## config.mk

```make
export PLATFORM = sky130hd
export DESIGN_NAME = mode_xfer_ctrl
export DESIGN_NICKNAME = d
export VERILOG_FILES = /design/src/rtl/mxc_pkg.sv /design/src/rtl/mxc_in_sync.sv /design/src/rtl/mxc_pulse_cnt.sv /design/src/rtl/mxc_addr_rx.sv /design/src/rtl/mode_xfer_ctrl.sv
export SDC_FILE = /design/constraint.sdc
export NUM_CORES = 1
export LEC_CHECK = 0
export ABC_AREA = 1
export ABC_CLOCK_PERIOD_IN_PS = 4450
export BUFFER_PORTS_ARGS = -buffer_cell sky130_fd_sc_hd__buf_2
export CORE_MARGIN = 2
export CORE_UTILIZATION = 27
export DETAILED_ROUTE_END_ITERATION = 8
export GPL_ROUTABILITY_DRIVEN = 0
export GPL_TIMING_DRIVEN = 1
export PLACE_DENSITY = 0.52
export SLEW_MARGIN = 0
export SYNTH_ARGS = -nofsm -noshare
export SYNTH_HDL_FRONTEND = slang
export SYNTH_HIERARCHICAL = 1
export SYNTH_SLANG_ARGS = --single-unit
```

## constraint.sdc

```tcl
create_clock -name clk -period 4.45 [get_ports clk]
set_input_delay 0.89 -clock clk [delete_from_list [all_inputs] [get_ports clk]]
set_output_delay 0.89 -clock clk [all_outputs]
set_load 0.05 [all_outputs]
```

## src/rtl/mxc_pkg.sv

```systemverilog
package mxc_pkg;

  typedef enum logic [1:0] {
    MODE_STREAM = 2'b00,
    MODE_PROBE  = 2'b01,
    MODE_BIDIR  = 2'b10
  } mode_e;

  typedef enum logic [1:0] {
    RX_IDLE,
    RX_SHIFT,
    RX_JUDGE,
    RX_ACK
  } rx_e;

  localparam int LINE_VCLK = 0;
  localparam int LINE_SCL  = 1;
  localparam int LINE_SDA  = 2;
  localparam int LINE_CNT  = 3;

endpackage

```

## src/rtl/mxc_in_sync.sv

```systemverilog
module mxc_in_sync #(
  parameter int              N      = 3,
  parameter int              STAGES = 2,
  parameter logic [N-1:0]    IDLE   = '1
) (
  input  logic         clk,
  input  logic         rst_n,
  input  logic [N-1:0] raw_i,
  output logic [N-1:0] lvl_o,
  output logic [N-1:0] prev_o
);

  localparam int DEPTH = STAGES + 1;

  for (genvar g = 0; g < N; g++) begin : g_line
    logic [DEPTH-1:0] pipe;

    always_ff @(posedge clk or negedge rst_n) begin
      if (!rst_n) pipe <= {DEPTH{IDLE[g]}};
      else        pipe <= {pipe[DEPTH-2:0], raw_i[g]};
    end

    assign lvl_o[g]  = pipe[STAGES-1];
    assign prev_o[g] = pipe[STAGES];
  end

endmodule

```

## src/rtl/mxc_pulse_cnt.sv

```systemverilog
module mxc_pulse_cnt #(
  parameter int LIMIT = 128
) (
  input  logic clk,
  input  logic rst_n,
  input  logic clear_i,
  input  logic step_i,
  output logic hit_o
);

  localparam int CW = $clog2(LIMIT + 1);
  localparam logic [CW-1:0] CAP = CW'(LIMIT);

  logic [CW-1:0] cnt;

  always_ff @(posedge clk or negedge rst_n) begin
    if (!rst_n)                   cnt <= '0;
    else if (clear_i)             cnt <= '0;
    else if (step_i && cnt != CAP) cnt <= cnt + 1'b1;
  end

  assign hit_o = (cnt == CAP);

  p_cnt_clear_r4: assert property (@(posedge clk) disable iff (!rst_n)
    clear_i |=> (cnt == '0));

  p_cnt_cap_r5: assert property (@(posedge clk) disable iff (!rst_n)
    cnt <= CAP);

  p_cnt_hold_r5: assert property (@(posedge clk) disable iff (!rst_n)
    (hit_o && !clear_i) |=> hit_o);

  p_cnt_step_r3: assert property (@(posedge clk) disable iff (!rst_n)
    (!clear_i && !step_i) |=> $stable(cnt));

endmodule

```

## src/rtl/mxc_addr_rx.sv

```systemverilog
module mxc_addr_rx
  import mxc_pkg::*;
#(
  parameter int             W       = 8,
  parameter logic [W-2:0]   CTRL_ID = 7'b1010000
) (
  input  logic clk,
  input  logic rst_n,
  input  logic listen_i,
  input  logic scl_lvl_i,
  input  logic scl_rise_i,
  input  logic scl_fall_i,
  input  logic sda_lvl_i,
  input  logic sda_rise_i,
  input  logic sda_fall_i,
  output logic hit_o,
  output logic oe_o
);

  localparam int BW = $clog2(W + 1);
  localparam logic [BW-1:0] LAST = BW'(W - 1);

  rx_e           st;
  logic [BW-1:0] bits;
  logic [W-1:0]  shreg;
  logic          start_c, stop_c, id_ok;

  assign start_c = sda_fall_i && scl_lvl_i;
  assign stop_c  = sda_rise_i && scl_lvl_i;
  assign id_ok   = (shreg[W-1:1] == CTRL_ID);

  always_ff @(posedge clk or negedge rst_n) begin
    if (!rst_n) begin
      st    <= RX_IDLE;
      bits  <= '0;
      shreg <= '0;
      hit_o <= 1'b0;
    end else begin
      hit_o <= 1'b0;
      unique case (st)
        RX_IDLE: begin
          if (listen_i && start_c) begin
            st   <= RX_SHIFT;
            bits <= '0;
          end
        end
        RX_SHIFT: begin
          if (start_c) begin
            bits <= '0;
          end else if (stop_c) begin
            st <= RX_IDLE;
          end else if (scl_rise_i) begin
            shreg <= {shreg[W-2:0], sda_lvl_i};
            bits  <= bits + 1'b1;
            if (bits == LAST) st <= RX_JUDGE;
          end
        end
        RX_JUDGE: begin
          if (start_c) begin
            st   <= RX_SHIFT;
            bits <= '0;
          end else if (stop_c) begin
            st <= RX_IDLE;
          end else if (scl_fall_i) begin
            if (id_ok && listen_i) begin
              st    <= RX_ACK;
              hit_o <= 1'b1;
            end else begin
              st <= RX_IDLE;
            end
          end
        end
        RX_ACK: begin
          if (scl_fall_i || stop_c) st <= RX_IDLE;
        end
        default: st <= RX_IDLE;
      endcase
    end
  end

  assign oe_o = (st == RX_ACK);

  p_ack_start_r8: assert property (@(posedge clk) disable iff (!rst_n)
    $rose(oe_o) |-> $past(scl_fall_i));

  p_ack_end_r8: assert property (@(posedge clk) disable iff (!rst_n)
    (oe_o && scl_fall_i) |=> !oe_o);

  p_shift_range_r6: assert property (@(posedge clk) disable iff (!rst_n)
    (st == RX_SHIFT) |-> (bits < BW'(W)));

  p_hit_single_r6: assert property (@(posedge clk) disable iff (!rst_n)
    hit_o |=> !hit_o);

endmodule

```

## src/rtl/mode_xfer_ctrl.sv

```systemverilog
module mode_xfer_ctrl
  import mxc_pkg::*;
#(
  parameter int         TIMEOUT_PULSES = 128,
  parameter int         SYNC_STAGES    = 2,
  parameter logic [6:0] CTRL_ID        = 7'b1010000
) (
  input  logic       clk,
  input  logic       rst_n,
  input  logic       vclk_i,
  input  logic       scl_i,
  input  logic       sda_i,
  output logic [1:0] mode_o,
  output logic       stream_en_o,
  output logic       restart_o,
  output logic       wr_allow_o,
  output logic       sda_oe_o
);

  localparam int BYTE_W = 8;

  logic [LINE_CNT-1:0] raw, lvl, prev;
  logic vclk_rise, scl_rise, scl_fall, sda_rise, sda_fall;
  logic to_hit, id_hit, cnt_clear;
  mode_e mode_q;
  logic  restart_q;

  assign raw[LINE_VCLK] = vclk_i;
  assign raw[LINE_SCL]  = scl_i;
  assign raw[LINE_SDA]  = sda_i;

  mxc_in_sync #(
    .N      (LINE_CNT),
    .STAGES (SYNC_STAGES),
    .IDLE   ('1)
  ) u_sync (
    .clk    (clk),
    .rst_n  (rst_n),
    .raw_i  (raw),
    .lvl_o  (lvl),
    .prev_o (prev)
  );

  assign vclk_rise = lvl[LINE_VCLK] & ~prev[LINE_VCLK];
  assign scl_rise  = lvl[LINE_SCL]  & ~prev[LINE_SCL];
  assign scl_fall  = ~lvl[LINE_SCL] &  prev[LINE_SCL];
  assign sda_rise  = lvl[LINE_SDA]  & ~prev[LINE_SDA];
  assign sda_fall  = ~lvl[LINE_SDA] &  prev[LINE_SDA];

  assign cnt_clear = (mode_q != MODE_PROBE) || scl_fall;

  mxc_pulse_cnt #(
    .LIMIT (TIMEOUT_PULSES)
  ) u_cnt (
    .clk     (clk),
    .rst_n   (rst_n),
    .clear_i (cnt_clear),
    .step_i  (vclk_rise),
    .hit_o   (to_hit)
  );

  mxc_addr_rx #(
    .W       (BYTE_W),
    .CTRL_ID (CTRL_ID)
  ) u_rx (
    .clk        (clk),
    .rst_n      (rst_n),
    .listen_i   (mode_q != MODE_BIDIR),
    .scl_lvl_i  (lvl[LINE_SCL]),
    .scl_rise_i (scl_rise),
    .scl_fall_i (scl_fall),
    .sda_lvl_i  (lvl[LINE_SDA]),
    .sda_rise_i (sda_rise),
    .sda_fall_i (sda_fall),
    .hit_o      (id_hit),
    .oe_o       (sda_oe_o)
  );

  always_ff @(posedge clk or negedge rst_n) begin
    if (!rst_n) begin
      mode_q    <= MODE_STREAM;
      restart_q <= 1'b0;
    end else begin
      restart_q <= 1'b0;
      unique case (mode_q)
        MODE_STREAM: if (scl_fall) mode_q <= MODE_PROBE;
        MODE_PROBE: begin
          if (id_hit) begin
            mode_q <= MODE_BIDIR;
          end else if (to_hit && lvl[LINE_SCL]) begin
            mode_q    <= MODE_STREAM;
            restart_q <= 1'b1;
          end
        end
        MODE_BIDIR: mode_q <= MODE_BIDIR;
        default:    mode_q <= MODE_STREAM;
      endcase
    end
  end

  assign mode_o      = mode_q;
  assign stream_en_o = (mode_q == MODE_STREAM);
  assign restart_o   = restart_q;
  assign wr_allow_o  = (mode_q == MODE_BIDIR) && lvl[LINE_VCLK];

  p_bidir_sticky_r9: assert property (@(posedge clk) disable iff (!rst_n)
    (mode_q == MODE_BIDIR) |=> (mode_q == MODE_BIDIR));

  p_stay_stream_r2: assert property (@(posedge clk) disable iff (!rst_n)
    (mode_q == MODE_STREAM && !scl_fall) |=> (mode_q == MODE_STREAM));

  p_idle_timeout_r5: assert property (@(posedge clk) disable iff (!rst_n)
    (mode_q == MODE_PROBE && !lvl[LINE_SCL]) |=> (mode_q != MODE_STREAM));

  p_restart_single_r3: assert property (@(posedge clk) disable iff (!rst_n)
    restart_q |=> !restart_q);

  p_restart_origin_r3: assert property (@(posedge clk) disable iff (!rst_n)
    restart_q |-> (mode_q == MODE_STREAM && $past(mode_q) == MODE_PROBE));

  p_no_ack_in_stream_r8: assert property (@(posedge clk) disable iff (!rst_n)
    (mode_q == MODE_STREAM) |-> !sda_oe_o);

endmodule

```

Yosys cells after proc, flatten, opt, wreduce, memory -nomap -nowiden
Cells that the tools add are included.
{"block": "totals", "regBits": 35, "input_bits": 5, "output_inout_bits": 6, "wordCells": 94}
{"block": "op_classes", "n_addsub": 2, "eq_ne": 22, "n_mux": 31, "bitwise_logic": 12, "n_reduce_logical": 17}
{"operator": "$mux 2", "n": 13}
{"operator": "$mux 4", "n": 5}
{"operator": "$mux 8", "n": 2}
{"operator": "$ne 3x2->1 const B", "n": 4}
{"operator": "$pmux 4 s3", "n": 1}
{"operator": "$ne 2x1->1 const B", "n": 5}
{"operator": "$add 8x1->8 const B", "n": 1}
{"operator": "$eq 8x8->1 const B", "n": 1}
{"operator": "$mux 1", "n": 8}
{"operator": "$ne 8x8->1 const B", "n": 1}
{"operator": "$pmux 2 s4", "n": 1}
{"operator": "$eq 7x7->1 const B", "n": 1}
{"operator": "$logic_and 1x1->1", "n": 7}
{"operator": "$not 1->1", "n": 7}
{"operator": "$eq 2x2->1 const B", "n": 3}
{"operator": "$pmux 2 s3", "n": 1}
{"operator": "$reduce_and 6->1", "n": 1}
{"operator": "$and 1x1->1", "n": 5}
{"operator": "$reduce_and 5->1", "n": 1}
{"operator": "$add 4x1->4 const B", "n": 1}
{"operator": "$eq 2x1->1 const B", "n": 2}
{"operator": "$eq 4x3->1 const B", "n": 1}
{"operator": "$logic_not 2->1", "n": 2}
{"operator": "$ne 2x2->1 const B", "n": 2}
{"operator": "7 further kinds", "n": 8}

Longest topological paths before layout
{"block": "depth", "word_depth": 7, "depth_mapped": 12, "mapped_depth_nobuf": 11}

By module
The synthesis kept the hierarchy.
{"mod": "mxc_addr_rx", "n_inst": 1, "cells_each": 109, "area_each_um2": 843.3, "seq_area_each_um2": 375.4}
{"mod": "mxc_pulse_cnt", "n_inst": 1, "cells_each": 69, "area_each_um2": 503.0, "seq_area_each_um2": 200.2}
{"mod": "mxc_in_sync", "n_inst": 1, "cells_each": 15, "area_each_um2": 281.5, "seq_area_each_um2": 236.5}
{"mod": "mode_xfer_ctrl", "n_inst": 1, "cells_each": 28, "area_each_um2": 173.9, "seq_area_each_um2": 75.1}

Worst setup path before layout
Ideal clock, no wire load.
{"block": "synth_path", "kind": "reg2out", "from": "register mode_q[1] (netlist: mode_o[1])", "to": "output port wr_allow_o", "arrival_time_ns": 1.501, "required_ns": 3.560, "setup_slack_ns": 2.059, "stages_incl_launch_ff": 3, "n_path_buf": 0, "cell_sequence": "dfrtp_1 nand2_1 nor2_1"}
{"block": "synth_via", "elab_chain_len": 2}
{"element": "start: declaration", "line_no": "mode_xfer_ctrl.sv:25", "rtl": "mode_e mode_q;"}
{"element": "start signal: assignment", "line_no": "mode_xfer_ctrl.sv:81", "rtl": "mode_q <= MODE_STREAM;"}
{"element": "start signal: assignment", "line_no": "mode_xfer_ctrl.sv:86", "rtl": "MODE_STREAM: if (scl_fall) mode_q <= MODE_PROBE;"}
{"element": "start signal: assignment", "line_no": "mode_xfer_ctrl.sv:89", "rtl": "mode_q <= MODE_BIDIR;"}
{"element": "$eq 2x2->1", "line_no": "mode_xfer_ctrl.sv:104", "rtl": "assign wr_allow_o = (mode_q == MODE_BIDIR) && lvl[LINE_VCLK];"}
{"element": "$logic_and 1x1->1", "line_no": "mode_xfer_ctrl.sv:104"}
{"element": "end: declaration", "line_no": "mode_xfer_ctrl.sv:16", "rtl": "output logic wr_allow_o,"}
Every way passes these cells.

Worst setup path in the final report
{"block": "layout_path", "from": "register mode_q[0] (netlist: mode_o[0])", "to": "output port wr_allow_o"}
Same word-level chain as after synthesis.

==> results_dict.tcl <==
set metrics [dict create \
    crit_path_start_kind "flip-flop" \
    worst-path-max-fanout 4 \
    final_antenna_net_count 0 \
    hold_buffers 0 \
    critical_path_class "reg -> out" \
    timing.hold.ws_ns 0.358 \
    cts.clk_slew.worst_paths_ns 0.07 \
    place.port_buffers 10 \
    diodes 0 \
    hold_viol 0 \
    hold_path_class "reg -> reg" \
    grt_overflow 0 \
    area_growth_syn_to_layout_pct 10.1 \
    path_cells "inv_1, nand2_1, nor2_1, buf_2" \
    dp.cells 301 \
    clk-insertion-delay-late_ns 0.29 \
    stdcell_count 309 \
    drtPass1Iterations 4 \
    vias 1325 \
    grt_use_total_pct 10.1 \
    syn_avg_cell_area_um2 8.15 \
    setup_violations 0 \
    synthDistinctLibCells 21 \
    yosysTopAreaCellShare_pct 36.1 \
    dp_slack_ns 2.60 \
    path_buf_inv 2 \
    worst_slew_pin_slew_ns 0.787 \
    design_area_um2 1980 \
    first_global_vias 1257 \
    worstPathArrival_ns 1.25 \
    h-tree-depth 2 \
    netlist_area_um2 1800 \
    grt_max_degree 36 \
    dieWidth_um 85.7 \
    rsz0062_at_grt "no" \
    netlist_instances 221 \
    relSlewSlack_pct 47.6 \
    setup_ws_ns 2.31 \
    cts_root_buf "clkbuf_8" \
    p_per_area_nw_per_um2 472 \
    cts_setup_buffers 0 \
    p_leak_nw 1.03 \
    drcViolationCount 0 \
    cts.sinks 35 \
    synth_nets 229 \
    critical_path.endpoint_type "primary output" \
    tritoncts "built" \
    placed_area_um2 1890 \
    synthTopCellsByArea "dfrtp_1, dfstp_2, nand2_1" \
    antenna_found_initial 0 \
    layout.nets 239 \
    slowest_stage "dfrtp_1" \
    clock.fmax_mhz 467 \
    grt_pass1_wl_um 5810 \
    cts_buffers 5 \
    slowest_delay_ns 0.40 \
    ios 11 \
    path_delay_family "flip-flops" \
    cts_resized 0 \
    cts.path.max_buffers 2 \
    hpwl_um 2330 \
    ir_drop_mv 0.228 \
    vias_per_cell 4.29 \
    yosys.area.top_type "dfrtp_1" \
    core_area_um2 6390 \
    yosysSeqAreaShare_pct 49.2 \
    status "complete, no violations" \
    die-area_um2 7340 \
    critPathRequiredTime_ns 3.56 \
    routedWlPerCell_um 10.8 \
    first_iter_violations 72 \
    drv_cap 0 \
    drive_above_1_share_pct 18.5 \
    initial_utilization_pct 28.2 \
    die_h_um 85.7 \
    final_common_cell "nand2_1" \
    yosysWarnings 6 \
    most-common-layout-cells "nand2_1, inv_1, nor2_1" \
    routed_wl_um 3330 \
    row_count 29 \
    fill_cells 690 \
    period_needed_ns 2.14 \
    fin_setup_tns_ns 0 \
    drv_slew 0 \
    ys_ff_latch 35 \
    finClkSkew_ns 0.00666 \
    post-route-period-util_pct 48.1 \
]
where the power goes:
group / switching, mW / leakage (nW) / internal (mW)
sequential: 0.0468 / 0.435 / 0.380
combinational: 0.181 / 0.549 / 0.0903
clock: 0.112 / 0.0482 / 0.125
total: 0.340 / 1.03 / 0.595
state kept, by name, summed over array words and instances (netlist names):
| register | count |
|---|---|
| u_sync/g_line.pipe | 9 |
| u_rx/bits | 4 |
| u_rx/hit_o | 1 |
| restart_o | 1 |
| mode_o | 2 |
| u_cnt/cnt | 8 |
| u_rx/st | 2 |
| u_rx/shreg | 8 |
cell usage after synthesis (all sizes together):
cell type   n
ha          3
or2         1
a21oi       4
dfrtp      26
nor2       31
nand4       8
xor2        3
nand2      62
nor3        1
inv        37
o21ai      12
dfstp       9
o21bai      1
nand3      16
buf         7
per-stage QoR:
stage	util, %	total power, mW
floorplan	-	0.649
finish	31.1	0.935
global route	31.1	1.01
CTS	31.1	0.952
global placement	29.6	0.699
detailed placement	29.6	0.706
routing by layer:
metal	GRT usage (%)	routed length (um)	vias up
li1	-	-	696
met1	14.0	1740	605
met2	14.3	1410	19
met3	2.60	120	5
met4	5.19	66	0
met5	0	0	-
cell type report:
cell class	count	area [um2]	area share [%]
well taps	77	96.3	4.86
inverters	37	139	7.00
multi-input cells	142	719	36.3
flip-flops and latches	35	887	44.7
clock inverters	1	5.00	0.252
clock buffers	7	86.3	4.35
repair buffers	10	50.0	2.52
cell families after synthesis:
kind of cell / count (synthesis) / share of synthesized area, %
simple gates: 119 / 29.4
buf+inv: 44 / 10.8
flops: 35 / 49.2
compound gates: 17 / 6.94
xor+xnor: 3 / 1.46
fa+ha+maj: 3 / 2.08
path summary, 6_finish.rpt:
check	from	to	slack [ns]	depth (start not counted)
max	mode_o[0]	wr_allow_o	2.31	4
min	u_sync/g_line[2].pipe[0]	u_sync/g_line[2].pipe[1]	0.36	0
max reg2reg	u_sync/g_line[2].pipe[2]	u_rx/bits[0]	2.81	9
min reg2reg	u_sync/g_line[2].pipe[0]	u_sync/g_line[2].pipe[1]	0.36	0
max in group asynchronous	rst_n	u_rx/bits[0]	3.27	1
min in group asynchronous	rst_n	u_rx/shreg[7]	0.69	1
No activity file was read; power rests on OpenSTA's default activity.
